[config.mk]
export PLATFORM = sky130hd
export DESIGN_NAME = uart_irq_ident
export DESIGN_NICKNAME = d
export VERILOG_FILES = /design/src/rtl/uart_irq_ident.sv
export SDC_FILE = /design/constraint.sdc
export NUM_CORES = 1
export LEC_CHECK = 0
export BUFFER_PORTS_ARGS = -buffer_cell sky130_fd_sc_hd__buf_2
export CORE_AREA = 2 2 39 41
export DETAILED_ROUTE_END_ITERATION = 6
export DIE_AREA = 0 0 41 43
export PLACE_DENSITY = 0.69
export SLEW_MARGIN = 20
export SYNTH_ARGS = -nofsm -noshare
export SYNTH_HDL_FRONTEND = slang
export SYNTH_SLANG_ARGS = --single-unit
[constraint.sdc]
create_clock -name clk -period 1.6 [get_ports clk]
set_input_delay 0.08 -clock clk [delete_from_list [all_inputs] [get_ports clk]]
set_output_delay 0.08 -clock clk [all_outputs]
set_load 0.02 [all_outputs]
[src/rtl/uart_irq_ident.sv]
module uart_irq_ident (
  input  logic       clk,
  input  logic       rst_n,
  input  logic [3:0] ier,
  input  logic       fifo_en,
  input  logic       line_err,
  input  logic       rx_avail_set,
  input  logic       rx_timeout,
  input  logic       thr_empty_set,
  input  logic       modem_chg,
  input  logic       rx_below_trig,
  input  logic       id_rd,
  input  logic       lsr_rd,
  input  logic       rbr_rd,
  input  logic       thr_wr,
  input  logic       msr_rd,
  output logic [7:0] id_out,
  output logic       irq
);
  localparam logic [3:0] C_NONE = 4'b0001;
  localparam logic [3:0] C_LS   = 4'b0110;
  localparam logic [3:0] C_RDA  = 4'b0100;
  localparam logic [3:0] C_TO   = 4'b1100;
  localparam logic [3:0] C_THRE = 4'b0010;
  localparam logic [3:0] C_MS   = 4'b0000;

  logic ls_q, rda_q, to_q, thre_q, ms_q, rd_q;
  logic [7:0] id_q;
  logic [3:0] code;

  wire e_ls   = ls_q   & ier[2];
  wire e_rda  = rda_q  & ier[0];
  wire e_to   = to_q   & ier[0];
  wire e_thre = thre_q & ier[1];
  wire e_ms   = ms_q   & ier[3];
  wire rd_hit = rd_q & ~id_rd & (id_q[3:0] == C_THRE);

  always_comb begin
    if      (e_ls)   code = C_LS;
    else if (e_rda)  code = C_RDA;
    else if (e_to)   code = C_TO;
    else if (e_thre) code = C_THRE;
    else if (e_ms)   code = C_MS;
    else             code = C_NONE;
  end

  wire [7:0] live = {{2{fifo_en}}, 2'b00, code};

  always_ff @(posedge clk or negedge rst_n) begin
    if (!rst_n) begin
      ls_q <= 1'b0; rda_q <= 1'b0; to_q <= 1'b0; thre_q <= 1'b0; ms_q <= 1'b0;
      rd_q <= 1'b0;
      id_q <= {4'h0, C_NONE};
    end else begin
      ls_q   <= line_err | (ls_q & ~lsr_rd);
      rda_q  <= rx_avail_set | (rda_q & ~rbr_rd & ~rx_below_trig);
      to_q   <= fifo_en & (rx_timeout | (to_q & ~rbr_rd));
      thre_q <= thr_empty_set | (thre_q & ~thr_wr & ~rd_hit);
      ms_q   <= modem_chg | (ms_q & ~msr_rd);
      rd_q   <= id_rd;
      if (!id_rd) id_q <= live;
    end
  end

  assign id_out = id_q;
  assign irq    = e_ls | e_rda | e_to | e_thre | e_ms;

  p_freeze_r5: assert property (@(posedge clk) disable iff (!rst_n)
    id_rd && $past(id_rd) |-> $stable(id_out));
  p_zero_bits_r4: assert property (@(posedge clk) disable iff (!rst_n)
    id_out[5:4] == 2'b00);
  p_pend_bit_r2: assert property (@(posedge clk) disable iff (!rst_n)
    !$past(id_rd) |-> id_out[0] == !$past(irq));
  p_ls_clear_r6: assert property (@(posedge clk) disable iff (!rst_n)
    lsr_rd && !line_err |=> !ls_q);
  p_ms_clear_r10: assert property (@(posedge clk) disable iff (!rst_n)
    msr_rd && !modem_chg |=> !ms_q);
  p_set_wins_r12: assert property (@(posedge clk) disable iff (!rst_n)
    line_err |=> ls_q);
  p_no_to_r3: assert property (@(posedge clk) disable iff (!rst_n)
    !fifo_en |=> !to_q);
endmodule

==> flow_summary.ini, run 1 <==
[status]
status = complete, no violations

[drt]
drc = 0
wirelength_um = 1010
post_drt_wl_per_cell_um = 10.9
vias_per_cell = 4.70
ant_nets = 0
vias = 432
initialDrtViolationCount = 1
drt_first_pass_iters = 4

[final_layout]
fillers = 132
n_antenna_cell = 0
multiInputGateArea_um2 = 181
seq_area_um2 = 277
drive_gt1_share_pct = 42.1
area_growth_pct = 38.8
final_cell_mix = 24 x buf_2, 10 x dfrtp_1, 6 x nand2_1, 5 x dlygate4sd3_1
stdcell_area_um2 = 689
mostFrequentLayoutCell = buf_2
fin_nets = 95

[grt]
track_usage_pct = 13.4
antenna_found_initial = 0
grt_pass1_wl_um = 1500
grt_pass1_vias = 378
grt_overflow_total = 0
grt_max_degree = 12

[setup_path]
max_stage_delay_ns = 0.40
cp.required_ns = 1.52
cp-end-kind = output pin
cp.arrival_ns = 1.25
path_max_fanout = 3
slowest_stage = dfrtp_1
crit_path_start_kind = register
worst-setup-path-type = reg2out
critical_path.cell_chain = o21ai_1 > and3_1 > nand2_1 > buf_2

[logic_synthesis]
netlist_area_um2 = 497
postSynthAreaPerCell_um2 = 10.8
synth-warning-count = 0
synth_cell_type_count = 21
synth-seq-cells = 11
synthCells = 46
yosysSeqAreaShare_pct = 55.7

[clock_tree]
cts_tree = built
cts_buffers = 3
cts.sinks = 11
post_cts_resize_count = 0
htreeDepth = 1
cts_root_buf = clkbuf_4
cts_setup_buffers = 0
clock_path_buffers = 2
path_clk_slew_ns = 0.06
clk_latency_ns = 0.26

[timing]
layout_min_cycle_time_ns = 1.33
maxSlewViolCount = 0
finClkSkew_ns = 0.00126
setup_viol = 0
hold_violations = 0
tns_ns = 0
timing.fmax_ghz = 0.753
rsz0062_at_grt = no
fin_crit_sh_pct = 83.0

[floorplanning]
die_h_um = 43
pin_count = 27
rows = 14
fp.dieW_um = 41
coreArea_um2 = 1380
initial_utilization_pct = 35.9
die_area_um2 = 1760

[place]
dp_hpwl_um = 778
io_buffers = 24
routabilityCongestion = 0.676
dpl-instance-area_um2 = 613

[run]
max_cap_violations = 0

[worst_hold_path]
hp-class = in2reg

[power_and_ir_drop]
powerDensity_nw_per_um2 = 901
leakagePower_nw = 0.359
ir_worst_vdd_mv = 0.305
==> worst paths after layout <==
| kind | from | depth (start not counted) | slack (ns) | endpoint |
|---|---|---|---|---|
| max | rda_q$_DFF_PN0_ | 4 | 0.27 | irq |
| min | id_rd | 1 | 0.03 | rd_q$_DFF_PN0_ |
| max reg2reg | id_out[3]$_DFFE_PN0N_ | 3 | 0.48 | thre_q$_DFF_PN0_ |
| min reg2reg | ms_q$_DFF_PN0_ | 1 | 0.48 | ms_q$_DFF_PN0_ |
| max in group asynchronous | rst_n | 2 | 1.12 | id_out[0]$_DFFE_PN1N_ |
| min in group asynchronous | rst_n | 2 | 0.22 | to_q$_DFF_PN0_ |
==> report_power, final <==
group | switching, mW | total (mW) | internal, mW
combinational | 0.0644 | 0.122 | 0.0580
sequential | 0.0162 | 0.318 | 0.302
clock | 0.0846 | 0.181 | 0.0963
total | 0.165 | 0.621 | 0.456
==> logic make-up (layout without fill, tap and decap cells) <==
kind of cell | Yosys count | in the layout | share of synthesized area [%]
AOI/OAI and AO/OA | 13 | 13 | 19.1
and+or+nand+nor | 12 | 12 | 13.6
DFF | 11 | 11 | 55.7
buffers and inverters | 8 | 37 | 8.56
other | 1 | 2 | 0.755
muxes | 1 | 1 | 2.27
==> cell type report <==
| cell class | instances | area share [%] |
|---|---|---|
| multi-input cells | 28 | 26.3 |
| well taps | 16 | 2.90 |
| clock buffers | 4 | 3.81 |
| repair buffers | 29 | 24.7 |
| flip-flops and latches | 11 | 40.1 |
| inverters | 4 | 2.18 |
==> cells in the mapped netlist <==
cell type,instances,area share (%)
dfrtp_1,10,50
nand2_1,6,4.5
a21o_1,4,6.0
inv_1,4,3.0
a21oi_1,3,3.0
buf_4,3,4.5
nor2b_1,2,2.5
a22o_2,1,2.0
a31o_1,1,1.8
a31oi_1,1,1.3
and3_1,1,1.3
clkbuf_2,1,1.0
conb_1,1,0.75
dfstp_2,1,5.3
mux2_2,1,2.3
nand3b_1,1,1.5
nor2_1,1,0.75
nor4b_2,1,3.0
o21a_1,1,1.5
o21ai_1,1,1.0
o31ai_2,1,2.5
==> stage by stage <==
stage	hold slack (ns)	instances	total power, mW	util, %	worst slack, ns
floorplan	-0.216	47	0.393	-	0.479
global placement	-0.0409	83	0.435	44.3	0.479
detailed placement	-0.0365	83	0.437	44.3	0.494
CTS	0.0170	92	0.635	49.8	0.250
global route	0.0191	92	0.667	49.8	0.188
finish	0.0266	92	0.621	49.8	0.272
==> sequential cells by signal, summed over array words and instances (netlist names) <==
name    cells
id_out      5
ls_q        1
ms_q        1
rd_q        1
rda_q       1
thre_q      1
to_q        1
==> routing by layer <==
| metal | vias to the layer above | GRT usage (%) | share of wire [%] |
|---|---|---|---|
| met5 | - | 0 | 0 |
| met3 | 4 | 3.14 | 5.8 |
| met2 | 16 | 21.6 | 54 |
| met1 | 201 | 14.0 | 37 |
| met4 | 0 | 10.0 | 3.1 |
| li1 | 211 | - | - |
==> critical path: cells and delay by family, from the launching register on <==
family	cells	cell delay (ns)
buf+inv	1	0.15
flops	1	0.40
compound gates	1	0.19
simple gates	2	0.25
==> what timing repair did <==
item / CTS / global route
endpoints found under the hold margin: 15 / 0
setup endpoints to repair: 0 / 0
hold buffers: 5 / 0
(Power assumes the default switching activity.)
==> run 2, diff against run 1 <==
--- a/config.mk
+++ b/config.mk
@@ -5,11 +5,12 @@
 export SDC_FILE = /design/constraint.sdc
 export NUM_CORES = 1
 export LEC_CHECK = 0
+export ABC_AREA = 1
 export BUFFER_PORTS_ARGS = -buffer_cell sky130_fd_sc_hd__buf_2
-export CORE_AREA = 2 2 39 41
+export CORE_MARGIN = 2
+export CORE_UTILIZATION = 38
 export DETAILED_ROUTE_END_ITERATION = 6
-export DIE_AREA = 0 0 41 43
-export PLACE_DENSITY = 0.69
+export PLACE_DENSITY = 0.71
 export SLEW_MARGIN = 20
 export SYNTH_ARGS = -nofsm -noshare
 export SYNTH_HDL_FRONTEND = slang
==> constraint.sdc (replaced) <==
create_clock -name clk -period 1.2 [get_ports clk]
set_input_delay 0.06 -clock clk [delete_from_list [all_inputs] [get_ports clk]]
set_output_delay 0.06 -clock clk [all_outputs]
set_load 0.02 [all_outputs]
==> run 2 against run 1 <==
Against the previous run: critical path type unchanged; highest routed layer is now met3; critical endpoint unchanged; the flow now finishes with violations (negative hold slack, negative setup slack); total power grew 37%; hold slack got worse by 0.033 ns; utilization rose by 8.1 points; count of clock-buffer cells in the layout stayed put; synthesized cell count up 43%; via count up 16%; synthesized area grew 7.6%; clock skew about the same; largest power group unchanged; sequential power rose by 32%; non-clock buffer count increased by 3.
==> flow_summary.ini, run 2 <==
[drt]
drt_first_pass_iters = 4
vias_per_cell = 4.38
ant_nets = 0
initialDrtViolationCount = 11
drc = 0
post_drt_wl_per_cell_um = 9.56
wirelength_um = 1090
vias = 499

[setup_path]
cp.depth = 5
cpMostUsedCell = nand2_1
slowest_stage = dfrtp_1
cpLargestDelayFamily = flip-flops
cp.required_ns = 1.14
crit_path_start_kind = register
cp.arrival_ns = 1.17
worst-path-buf-inv = 1
cp-end-kind = output pin
r2r_cells = 4
path_max_fanout = 4
critical_path.cell_chain = nand2_1 > nand2_1 > nor2_2 > nand2_1 > buf_6
max_stage_delay_ns = 0.42
worst-setup-path-type = reg2out

[place]
io_buffers = 24
dp_hpwl_um = 773
routabilityCongestion = 0.766
post-place-ws_ns = 0.310
placed_cells = 102

[timing]
rsz0062_at_grt = yes
setup_viol = 1
tns_ns = -0.0267
maxSlewViolCount = 0
layout_min_cycle_time_ns = 1.23
setup_slack_ns = -0.0267
hold_violations = 2
hold_ws_ns = -0.00595
timing.fmax_ghz = 0.815
finClkSkew_ns = 0.00159
fin_crit_sh_pct = 102

[status]
status = complete, but fails checks
failed_checks = negative hold slack, negative setup slack

[logic_synthesis]
synth_area_leader_cell = dfrtp_1
synth-warning-count = 0
synthFlopType = dfrtp_1
synthArstFlopShare_pct = 100
netlist_top_cells_area = dfrtp_1 47%, nand2_1 11%, inv_1 7.7%
synth_most_common_cell = nand2_1
synthTopCellsByCount = 16 x nand2_1, 11 x inv_1, 10 x dfrtp_1, 8 x nor2_1
netlist_area_um2 = 534
synthCells = 66
synth_cell_type_count = 17
synth_top_area_share_pct = 46.8
postSynthAreaPerCell_um2 = 8.09
synth-seq-cells = 11
synth_enable_flop_cells = 0
yosysSeqAreaShare_pct = 51.8

[final_layout]
final_cell_mix = 23 x buf_2, 16 x nand2_1, 11 x inv_1, 10 x dfrtp_1, 8 x nor2_1
area_growth_pct = 41.0
mostFrequentLayoutCell = buf_2
final_cells = 114
fillers = 130
multiInputGateArea_um2 = 183
fin_nets = 118
drive_gt1_share_pct = 34.3
fin_util_pct = 57.9
largest_reg_flops = 5
seq_area_um2 = 277
n_antenna_cell = 0

[grt]
grt_max_degree = 12
grt_pass1_vias = 489
grt_pass1_wl_um = 1880
grt_overflow_total = 0
antenna_found_initial = 0
track_usage_pct = 14.2

[floorplanning]
fp.dieW_um = 41.5
pin_count = 27
rows = 13
coreArea_um2 = 1300
die_h_um = 41.5
initial_utilization_pct = 41.1
die_area_um2 = 1720

[clock_tree]
cts.sinks = 11
path_clk_slew_ns = 0.07
clk_latency_ns = 0.26
cts_tree = built
cts_root_buf = clkbuf_4
htreeDepth = 1
clock_path_buffers = 2
cts_buffers = 3

[power_and_ir_drop]
ir_worst_vdd_mv = 0.746
p_sw_share_pct = 28.2
p_seq_share_pct = 49.2
p_sw_mw = 0.241
combPwrFrac_pct = 21.5
p_int_mw = 0.612
powerDensity_nw_per_um2 = 1130
p_clk_share_pct = 29.3
leakagePower_nw = 0.435

[worst_hold_path]
hp-class = in2reg
hold_depth = 2

[run]
max_cap_violations = 0
## run 2: changes by cell type in the layout (fill, tap and decap cells not counted), sizes merged, moves of 2 or more
cell,change
a21o,-4
nor2b,-2
inv,+8
nand2,+11
o21ai,+2
nor2,+9
dlygate4sd3,+2
nand3,+2
o21bai,+3
## run 2: path summary, 6_finish.rpt
path	slack [ns]	end	startpoint
worst max-delay path	-0.03	irq	rda_q$_DFF_PN0_
worst min-delay path	-0.006	ms_q$_DFF_PN0_	modem_chg
worst max register to register	0.23	id_out[1]$_DFFE_PN0N_	to_q$_DFF_PN0_
worst min register to register	0.48	id_out[0]$_DFFE_PN1N_	id_out[0]$_DFFE_PN1N_
max in group asynchronous	0.73	id_out[0]$_DFFE_PN1N_	rst_n
min in group asynchronous	0.21	id_out[6]$_DFFE_PN0N_	rst_n
## run 2: power groups by stage
stage,registers [mW],logic (mW),clock network (mW)
6_report,0.420,0.184,0.250
3_3_place_gp,0.427,0.156,0
5_1_grt,0.425,0.206,0.276
4_1_cts,0.421,0.183,0.259
2_1_floorplan,0.446,0.0857,0
3_5_place_dp,0.428,0.159,0
## run 2: layout make-up
type | instances | area share (%)
flip-flops and latches | 11 | 36.7
inverters | 12 | 5.98
clock buffers | 4 | 3.49
repair buffers | 32 | 27.1
multi-input cells | 40 | 24.3
well taps | 15 | 2.49
## run 2: metal layers
| metal | track usage (%) | share of wire (%) | vias to the layer above |
|---|---|---|---|
| met5 | 0 | 0 | - |
| met4 | 2.58 | 0 | 0 |
| met3 | 7.83 | 11 | 0 |
| met2 | 25.0 | 50 | 23 |
| met1 | 14.7 | 39 | 219 |
| li1 | - | - | 257 |
## run 2: through the flow
stage | cell area [um2] | power [mW]
final | 753 | 0.853
after global routing | 753 | 0.907
after CTS | 759 | 0.863
after detailed placement | 643 | 0.586
after global placement | 643 | 0.583
after floorplan | 538 | 0.531
## run 2: timing repair
item                                    CTS  global route
hold endpoints to repair                 16             0
resized for setup                         0             2
hold buffers                              9             0
buffers inserted                          0             1
endpoints found under the setup margin    0             3
## run 2: logic make-up (layout without fill, tap and decap cells)
kind of cell	count (synthesis)	count (layout)	share of synthesized area (%)
other	1	2	0.702
DFF	11	11	51.8
AOI/OAI and AO/OA	9	9	10.5
and+or+nand+nor	29	29	22.2
buffers and inverters	16	48	14.8
